[config.mk]
export PLATFORM = sky130hd
export DESIGN_NAME = hitacq_top
export DESIGN_NICKNAME = d
export VERILOG_FILES = /design/src/rtl/hitacq_pkg.sv /design/src/rtl/hitacq_timebase.sv /design/src/rtl/hitacq_channel.sv /design/src/rtl/hitacq_top.sv
export SDC_FILE = /design/constraint.sdc
export NUM_CORES = 2
export LEC_CHECK = 0
export ABC_AREA = 1
export BUFFER_PORTS_ARGS = -buffer_cell sky130_fd_sc_hd__clkbuf_2
export CORE_MARGIN = 1
export CORE_UTILIZATION = 55
export CTS_CLUSTER_SIZE = 30
export DETAILED_ROUTE_END_ITERATION = 7
export PLACE_DENSITY = 0.72
export SLEW_MARGIN = 5
export SYNTH_ARGS = -nofsm -noshare
export SYNTH_HDL_FRONTEND = slang
export SYNTH_SLANG_ARGS = --single-unit
[constraint.sdc]
create_clock -name clk -period 3.45 [get_ports clk]
set_clock_uncertainty 0.1 [all_clocks]
set_input_delay 0.1725 -clock clk [delete_from_list [all_inputs] [get_ports clk]]
set_output_delay 0.1725 -clock clk [all_outputs]
set_load 0.005 [all_outputs]
[src/rtl/hitacq_pkg.sv]
package hitacq_pkg;

    localparam int HA_MAX_W = 64;

    function automatic logic [HA_MAX_W-1:0] bin2gray(input logic [HA_MAX_W-1:0] b);
        return b ^ (b >> 1);
    endfunction

    typedef struct packed {
        logic wr;
        logic er;
        logic drop;
    } cell_op_t;

endpackage

[src/rtl/hitacq_timebase.sv]
module hitacq_timebase #(
    parameter int TS_W     = 24,
    parameter int PRESCALE = 4
) (
    input  logic            clk,
    input  logic            rst,
    output logic [TS_W-1:0] coarse_gray
);
    import hitacq_pkg::*;

    localparam int PS_W = (PRESCALE > 1) ? $clog2(PRESCALE) : 1;

    logic [PS_W-1:0] ps_cnt;
    logic [TS_W-1:0] bin_cnt;
    logic            tick;

    assign tick = (ps_cnt == PS_W'(PRESCALE - 1));

    always_ff @(posedge clk) begin
        if (rst) begin
            ps_cnt  <= '0;
            bin_cnt <= '0;
        end else if (tick) begin
            ps_cnt  <= '0;
            bin_cnt <= bin_cnt + 1'b1;
        end else begin
            ps_cnt  <= ps_cnt + 1'b1;
        end
    end

    assign coarse_gray = TS_W'(bin2gray(HA_MAX_W'(bin_cnt)));

    // one bit at most changes per clock
    p_gray_step_r2: assert property (@(posedge clk) disable iff (rst)
        $countones(coarse_gray ^ $past(coarse_gray)) <= 1);

    // binary count holds between prescaler ticks
    p_hold_between_ticks_r2: assert property (@(posedge clk) disable iff (rst)
        !tick |=> $stable(bin_cnt));

endmodule

[src/rtl/hitacq_channel.sv]
module hitacq_channel #(
    parameter int TS_W  = 24,
    parameter int DEPTH = 2,
    localparam int PTR_W = (DEPTH > 1) ? $clog2(DEPTH) : 1
) (
    input  logic             clk,
    input  logic             rst,
    input  logic             trig_in,
    input  logic             erase_hit,
    input  logic [TS_W-1:0]  ts_now,
    output logic             trig_lat,
    output logic [DEPTH-1:0] hold_stb,
    output logic [DEPTH-1:0] erase_stb,
    output logic [DEPTH-1:0] valid,
    output logic [PTR_W-1:0] wr_col,
    output logic [PTR_W-1:0] rd_col,
    output logic [TS_W-1:0]  rd_ts,
    output logic             overflow
);
    import hitacq_pkg::*;

    logic             trig_q, trig_d;
    logic             rise, full, empty;
    cell_op_t         op;
    logic [DEPTH-1:0] valid_nxt;
    logic [PTR_W-1:0] wr_ptr, rd_ptr;
    logic [TS_W-1:0]  ts_mem [DEPTH];

    function automatic logic [PTR_W-1:0] ptr_inc(input logic [PTR_W-1:0] p);
        return (p == PTR_W'(DEPTH - 1)) ? '0 : p + 1'b1;
    endfunction

    assign rise  = trig_q & ~trig_d;
    assign full  = &valid;
    assign empty = ~|valid;

    always_comb begin
        op.wr   = rise & ~full;
        op.drop = rise & full;
        op.er   = erase_hit & ~empty;
        valid_nxt = valid;
        if (op.er) valid_nxt[rd_ptr] = 1'b0;
        if (op.wr) valid_nxt[wr_ptr] = 1'b1;
    end

    always_ff @(posedge clk) begin
        if (rst) begin
            trig_q    <= 1'b0;
            trig_d    <= 1'b0;
            hold_stb  <= '0;
            erase_stb <= '0;
            valid     <= '0;
            wr_ptr    <= '0;
            rd_ptr    <= '0;
            overflow  <= 1'b0;
        end else begin
            trig_q    <= trig_in;
            trig_d    <= trig_q;
            valid     <= valid_nxt;
            hold_stb  <= '0;
            erase_stb <= '0;
            if (op.wr) begin
                hold_stb[wr_ptr] <= 1'b1;
                wr_ptr           <= ptr_inc(wr_ptr);
            end
            if (op.er) begin
                erase_stb[rd_ptr] <= 1'b1;
                rd_ptr            <= ptr_inc(rd_ptr);
            end
            if (op.drop) overflow <= 1'b1;
        end
    end

    for (genvar c = 0; c < DEPTH; c++) begin : g_ts
        always_ff @(posedge clk) begin
            if (rst)                                ts_mem[c] <= '0;
            else if (op.wr && wr_ptr == PTR_W'(c))  ts_mem[c] <= ts_now;
        end
    end

    assign trig_lat = trig_q;
    assign wr_col   = wr_ptr;
    assign rd_col   = rd_ptr;
    assign rd_ts    = ts_mem[rd_ptr];

    // at most one cell held per pulse
    p_hold_onehot_r5: assert property (@(posedge clk) disable iff (rst)
        $onehot0(hold_stb));

    // a hold pulse only follows a trigger edge
    p_hold_cause_r4: assert property (@(posedge clk) disable iff (rst)
        (|hold_stb) |-> $past(rise));

    // overflow flag is sticky
    p_no_overflow_clear_r8: assert property (@(posedge clk) disable iff (rst)
        overflow |=> overflow);

    // a full channel accepts no write
    p_full_no_hold_r8: assert property (@(posedge clk) disable iff (rst)
        full && !erase_hit |=> hold_stb == '0);

    // erase of an empty channel gives no strobe
    p_erase_empty_r10: assert property (@(posedge clk) disable iff (rst)
        (erase_hit && empty) |=> erase_stb == '0);

    // equal pointers mean the FIFO is full or empty
    p_ptr_consistent_r6: assert property (@(posedge clk) disable iff (rst)
        (wr_ptr == rd_ptr) |-> (full || empty));

endmodule

[src/rtl/hitacq_top.sv]
module hitacq_top #(
    parameter int NCH      = 16,
    parameter int DEPTH    = 2,
    parameter int TS_W     = 24,
    parameter int PRESCALE = 4,
    localparam int CH_W  = (NCH > 1) ? $clog2(NCH) : 1,
    localparam int PTR_W = (DEPTH > 1) ? $clog2(DEPTH) : 1
) (
    input  logic                   clk,
    input  logic                   rst,
    input  logic [NCH-1:0]         trig_in,
    input  logic                   erase_req,
    input  logic [CH_W-1:0]        erase_ch,
    input  logic [CH_W-1:0]        rd_ch,
    output logic [TS_W-1:0]        coarse_gray,
    output logic                   trig_or,
    output logic [NCH-1:0]         hit_status,
    output logic [NCH-1:0]         overflow,
    output logic [NCH*DEPTH-1:0]   cell_valid,
    output logic [NCH*DEPTH-1:0]   hold_strobe,
    output logic [NCH*DEPTH-1:0]   erase_strobe,
    output logic [NCH*PTR_W-1:0]   wr_col,
    output logic [PTR_W-1:0]       rd_col,
    output logic [TS_W-1:0]        rd_ts
);
    logic [NCH-1:0]   trig_lat;
    logic [TS_W-1:0]  ts_all  [NCH];
    logic [PTR_W-1:0] col_all [NCH];

    hitacq_timebase #(.TS_W(TS_W), .PRESCALE(PRESCALE)) u_tb (
        .clk         (clk),
        .rst         (rst),
        .coarse_gray (coarse_gray)
    );

    for (genvar i = 0; i < NCH; i++) begin : g_ch
        logic [DEPTH-1:0] v;
        hitacq_channel #(.TS_W(TS_W), .DEPTH(DEPTH)) u_ch (
            .clk       (clk),
            .rst       (rst),
            .trig_in   (trig_in[i]),
            .erase_hit (erase_req && (erase_ch == CH_W'(i))),
            .ts_now    (coarse_gray),
            .trig_lat  (trig_lat[i]),
            .hold_stb  (hold_strobe[i*DEPTH +: DEPTH]),
            .erase_stb (erase_strobe[i*DEPTH +: DEPTH]),
            .valid     (v),
            .wr_col    (wr_col[i*PTR_W +: PTR_W]),
            .rd_col    (col_all[i]),
            .rd_ts     (ts_all[i]),
            .overflow  (overflow[i])
        );
        assign cell_valid[i*DEPTH +: DEPTH] = v;
        assign hit_status[i] = |v;
    end

    assign trig_or = |trig_lat;
    assign rd_ts   = ts_all[rd_ch];
    assign rd_col  = col_all[rd_ch];

    // any trigger shows on the OR output one cycle later
    p_or_high_r3: assert property (@(posedge clk) disable iff (rst)
        (|trig_in) |=> trig_or);

    // no trigger, no OR output
    p_or_low_r3: assert property (@(posedge clk) disable iff (rst)
        !(|trig_in) |=> !trig_or);

endmodule

# --- Word-level counts from Yosys, hierarchy flattened ---
# Memory sizes are Yosys's and may differ from the RTL's. A register that Yosys moved wholly into a read port is not among the register bits.
# Cells that the tools add are included.
totals:
  reg_bits: 202
  latchBits: 0
  mem_bits_rw: 768
  mem_bits_ro: 0
  in_bits: 27
  mem_count: 16
mem_list:
  columns: ["memory", "depth", "word_bits", "rd", "rd_clocked_by_memory_dff", "wr", "line_no", "rtl"]
  rows:
  - ["g_ch[0].u_ch.ts_mem", 2, 24, 1, 1, 2, "hitacq_channel.sv:27", "logic [TS_W-1:0] ts_mem [DEPTH];"]
  - ["g_ch[10].u_ch.ts_mem", 2, 24, 1, 1, 2, "hitacq_channel.sv:27", null]
  - ["g_ch[11].u_ch.ts_mem", 2, 24, 1, 1, 2, "hitacq_channel.sv:27", null]
  - ["g_ch[12].u_ch.ts_mem", 2, 24, 1, 1, 2, "hitacq_channel.sv:27", null]
  - ["g_ch[13].u_ch.ts_mem", 2, 24, 1, 1, 2, "hitacq_channel.sv:27", null]
  - ["g_ch[14].u_ch.ts_mem", 2, 24, 1, 1, 2, "hitacq_channel.sv:27", null]
  - ["10 more memories", null, null, null, null, null, null, null]
op_classes:
  n_addsub: 34
  n_mul: 0
  div: 0
  n_lt_le_gt_ge: 65
  eq_ne: 16
  n_shift: 0
  n_mux: 296
  bitwise_logic: 226
  reduce_logical: 147
op_table:
  columns: ["operator", "n"]
  rows:
  - ["2-to-1 mux 24 bit", 34]
  - ["2-to-1 mux 1 bit", 196]
  - ["OR reduction 2 bit", 49]
  - ["binary-select mux 24 bit (select 4 bit)", 1]
  - ["logical AND 1 bit", 80]
  - ["inverter 1 bit", 80]
  - ["bitwise AND 1 bit", 64]
  - ["< comparator 1 x 2 -> 1 bit, second input constant", 32]
  - ["2-to-1 mux 2 bit", 32]
  - ["adder 1 bit, second input constant", 32]
  - ["bitwise AND 2 bit", 16]
  - ["demux 1 bit (select 1 bit)", 32]
  - ["== test 4 bit, second input constant", 8]
  - ["greater-or-equal comparator 1 bit, second input constant", 32]
  - ["inverter 2 bit", 16]
  - ["OR 1 bit", 32]
  - ["OR 2 bit", 16]
  - ["AND reduction 2 bit", 16]
  - ["adder 24 x 1 -> 24 bit, second input constant", 1]
  - ["bitwise XOR 24 x 23 -> 24 bit", 1]
  - ["== test 4 x 3 -> 1 bit, second input constant", 4]
  - ["OR reduction 16 bit", 1]
  - ["== test 4 x 2 -> 1 bit, second input constant", 2]
  - ["greater-or-equal comparator 5 bit, second input constant", 1]
  - ["other kinds (6)", 6]

# --- Longest topological paths before layout ---
logic_depth:
  ltp_word: 9
  depth_mapped: 9
  ltp_nobuf: 8

# --- By module ---
# A second synthesis with hierarchy kept.
unflattened:
  hier_cells: 4716
  area_unflattened_um2: 48101.1
by_module_without_submodules:
  columns: ["module", "n_inst", "cells_per_inst", "area_each_um2", "seq_area_each_um2"]
  rows:
  - ["hitacq_channel", 16, 203, 2567.5, 1681.6]
  - ["hitacq_top", 1, 1263, 5441.5, 0.0]
  - ["hitacq_timebase", 1, 205, 1580.3, 520.5]

# --- Worst setup path before layout ---
# No wires, ideal clock.
synth_path:
  path_type: "reg2reg"
  startpoint: "register g_ch[6].u_ch.trig_q"
  endpoint: "memory g_ch[6].u_ch.ts_mem[1][0] (enable)"
  arrival_time_ns: 2.373
  required_time_ns: 2.909
  path_slack_ns: 0.536
  stages_incl_launch_ff: 5
  n_path_buf: 0
  path_cell_list: "dfxtp_1 -> inv_1 -> nor2_1 -> nand2_1 -> o21ai_0"
synth_rtl:
  columns: ["element", "line_no", "rtl"]
  rows:
  - ["from (decl)", "hitacq_channel.sv:22", "logic trig_q, trig_d;"]
  - ["from (signal assigned)", "hitacq_channel.sv:57", "trig_q <= trig_in;"]
  - ["to (decl)", "hitacq_channel.sv:27", null]

==> impl_summary.log <==
[metrics] outcome: complete, no violations
[metrics] met3 global-route usage: 6.05%
[metrics] endpoints failing hold: 0
[metrics] fin cells: roughly 5600
[metrics] Final Worst Setup Slack: approximately 0.26 ns
[metrics] Synth Warn #: 0
[metrics] internal cell power: 20100 uW
[metrics] setup_tns: 0 ns
[metrics] Final Critical Period: 3.19 ns
[metrics] number of max-slew violations in the final report: 0
[metrics] die area: ~79000 sq um
[metrics] nature of the critical path startpoint: register
[metrics] Unique masters post-synth: 38
[metrics] max_slew headroom: 18.2%
[metrics] Num CTS Buffers: around 100
[metrics] Max Clock Freq: between 0.3 and 0.4 GHz
[metrics] Worst VDD drop: 0.388 mV
[metrics] Placement Setup Slack: 0.986 ns
[metrics] final setup vio count: 0
[metrics] gate count after technology mapping: 4417
[metrics] Clk Tree Root Cell: clkbuf_16
[metrics] clock transition at the registers of the reported paths: 0.06 ns
[metrics] Via Count: 33500
[metrics] Sw Share: 23.4%
[metrics] Clock Latency Late Sink: 0.66 ns
[metrics] total gr overflow: 0
[metrics] wire per inst: 23.4 um
[metrics] detailed placer's ending HPWL: 81100 um
[metrics] layout cells sized above 1: 12.6%
[metrics] cell area after technology mapping: around 43000 sq um
[metrics] DR pass1 iterations: 6
[metrics] row cnt: 101
[metrics] vertical die dimension: 281 um
[metrics] maximum single-stage delay on the critical path: between 0.7 and 0.8 ns
[metrics] per-instance average area after synthesis: ~9.7 sq um
[metrics] met1 track utilization from global routing: 46.4%
[metrics] vias in the first global route: ~31000
[metrics] core outline area: around 76000 sq um
[metrics] antenna violations before repair: 3
[metrics] CP Data Required Time: 3.18 ns
[metrics] starting utilization of the core area: 55.9%
[metrics] MaxCap Viol Count: 0
[metrics] wire length of the first global-routing pass: 195000 um
[metrics] kind of end point of the critical path: primary output
[metrics] Post-layout nets: 4575
[metrics] most frequent cell on the critical path: nand3_1
[metrics] global placer's final weighted congestion: 0.909
[metrics] RSZ-0062 raised after global routing: false
[metrics] drc violations: 0
[metrics] wirelength, routed: 132000 um
[metrics] sequential share of power: about half
[metrics] leakage component of the power: 0.0182 uW
[metrics] pin count of the biggest net entering global routing: 107
[metrics] final-layout worst hold slack: 0.0389 ns
[metrics] sequential fraction of the synthesis area: 64.3%
[metrics] layer with the highest usage after global routing: met2
[metrics] Comb power frac: ~7.0%
[metrics] met2 track utilization from global routing: 51.4%
[metrics] clk sinks: 986
[metrics] top-level I/O count: around 220
[metrics] Total GRT Usage: between 30% and 40%
[metrics] dominant cell type by area after synthesis: edfxtp_1
[metrics] cell-by-cell trace of the critical path: buf_4 -> inv_1 -> nand2_1 -> nand3_1 -> nand3_1 -> nand3_1 -> nand3_1 -> nand2_1 -> clkbuf_2
[metrics] Clock H-tree levels: 3
[metrics] worst min-delay path category: input pin to register
[metrics] top fanout value on the critical path: 25
[metrics] top cell type's share of synthesized area: 54.0%
[metrics] die width: around 280 um
[metrics] top cells by area in the synthesized netlist: edfxtp_1 54%, dfxtp_1 10%, nand3_1 8.8%, nor2_1 8.2%, nand2_1 8.1%
[metrics] synthesized net count: 4467
[metrics] register bit count reported by yosys: slightly below 1000
[metrics] placed cell count: 5418
[metrics] net switching power: a little over 6000 uW
[metrics] post-route fraction of the period consumed by the critical path: just over 90%
[metrics] transition at the pin with the smallest max-transition slack: 1.22 ns
[metrics] ratio of total power to cell area: ~550 nW/um^2
[metrics] area added between synthesis and finish: 12.4%
[metrics] number of buffers between clock root and the deepest sink: 3
[metrics] portion of total power attributed to the clock network: between 40% and 50%
[metrics] post-route ant nets: 0
[metrics] library cell contributing the largest single delay on the critical path: inv_1
[metrics] CTS tree: yes
[metrics] buffers inserted during post-CTS setup optimization: 0
[metrics] start-to-end type of the worst setup path: register to primary output
[metrics] worst path arrival time: 2.92 ns
[metrics] IO buf count: 220
[metrics] Total Power Consumption: approximately 26000 uW
[metrics] 1st-iter DRT viols: 4708
[metrics] Avg Vias per Cell: 5.94
[final cells by class]
type	instances	area, sq um
fillers	6127	28400
flip-flops and latches	986	27400
multi-input cells	2881	12800
clock buffers	136	2790
repair buffers	364	2390
well taps	1030	1290
inverters	193	736
clock inverters	50	498
diodes	1	2.50
[sequential cells by signal, indices dropped and copies added (netlist names), named ones only]
register,flops
g_ch.u_ch.erase_stb,32
g_ch.u_ch.hold_stb,32
g_ch.u_ch.overflow,16
g_ch.u_ch.rd_col,16
g_ch.u_ch.trig_d,16
g_ch.u_ch.trig_lat,16
g_ch.u_ch.ts_mem,768
g_ch.u_ch.valid,32
g_ch.u_ch.wr_col,16
u_tb.bin_cnt,24
u_tb.ps_cnt,2
[worst max-delay path: cells and delay by family, from the launching register on]
kind / cells / cell delay, ns
DFF: 1 / 0.30
and+or+nand+nor: 6 / 0.89
buffers and inverters: 3 / 1.06
[through the flow]
step	util (%)	area, sq um
4_1_cts	62.8	48000
3_5_place_dp	58.0	44300
3_3_place_gp	58.0	44300
6_report	62.8	48000
2_1_floorplan	-	42700
5_1_grt	62.8	48000
[timing repair]
item | CTS | global route
endpoints found under the hold margin | 128 | 0
resized for setup | 0 | 0
hold buffers | 36 | 0
[power by group through the flow]
stage	Sequential [uW]	Clock, uW	Combinational [uW]
3_3_place_gp	13700	0	1750
6_report	13500	10900	1850
4_1_cts	13500	10900	1810
5_1_grt	13500	11400	1960
2_1_floorplan	13700	0	1040
3_5_place_dp	13700	0	1770
[metal layers]
layer | vias to the layer above | part of all wire [%]
li1 | 14900 | -
met1 | 15800 | 37
met2 | 2398 | 45
met3 | 371 | 13
met4 | 2 | 5.1
met5 | - | 0.014
[worst paths after layout]
| check | slack (ns) | to | from | depth (start not counted) |
|---|---|---|---|---|
| hold / removal | 0.04 | g_ch[2].u_ch.erase_stb[1] | erase_req | 3 |
| setup / recovery | 0.26 | rd_ts[20] | register | 9 |
| setup reg to reg | 1.13 | g_ch[2].u_ch.ts_mem[0][12] | g_ch[2].u_ch.trig_lat | 4 |
| hold reg to reg | 0.33 | u_tb.ps_cnt[0] | u_tb.ps_cnt[0] | 1 |
[synth_stat cells]
library cell and n:
nor2_1 929, nand2_1 925, edfxtp_1 768, nand3_1 750, dfxtp_1 218, inv_1 165
buf_2 140, clkbuf_1 128, a21oi_1 60, buf_4 58, o21ai_0 45, nor3_1 34
inv_2 27, ha_1 23, o211ai_1 23, buf_6 17, nor2_2 15, nor3_4 15
buf_1 13, nand4_1 13, nand2_2 10, xor2_1 7, nor4_1 6, or2_2 6
and3_1 3, nor2_4 3, a21oi_2 2, a31oi_1 2, nor3_2 2, xnor2_1 2
a21o_1 1, clkbuf_2 1, inv_4 1, nand3b_4 1, nor3b_1 1, o21a_1 1
or2_1 1, or2_4 1
[layout by cell type (no fill, tap or decap), types with 3 or more instances in the layout]
cell type,n
nor2_1,929
nand2_1,925
edfxtp_1,768
nand3_1,750
clkbuf_2,219
dfxtp_1,218
inv_1,163
clkbuf_16,102
buf_4,101
a21oi_1,60
dlygate4sd3_1,36
nor3_1,34
inv_2,26
o211ai_1,23
ha_1,23
clkbuf_1,21
clkinv_1,21
o21ai_0,20
o21ai_2,16
clkinv_2,15
nor2_2,15
nor3_4,15
nand4_1,13
clkbuf_8,11
nand2_2,10
o21ai_4,9
bufinv_16,9
buf_12,8
xor2_1,7
or2_2,6
nor4_1,6
nor2_4,3
and3_1,3
[cell families after synthesis]
| kind of cell | share of synthesized area [%] |
|---|---|
| adders and majority gates | 0.674 |
| DFF | 64.3 |
| xor gates and xnor gates | 0.185 |
| buffers and inverters | 6.07 |
| AOI/OAI and AO/OA | 1.74 |
| and+or+nand+nor | 27.1 |
Power figures use the tool's default switching activity.
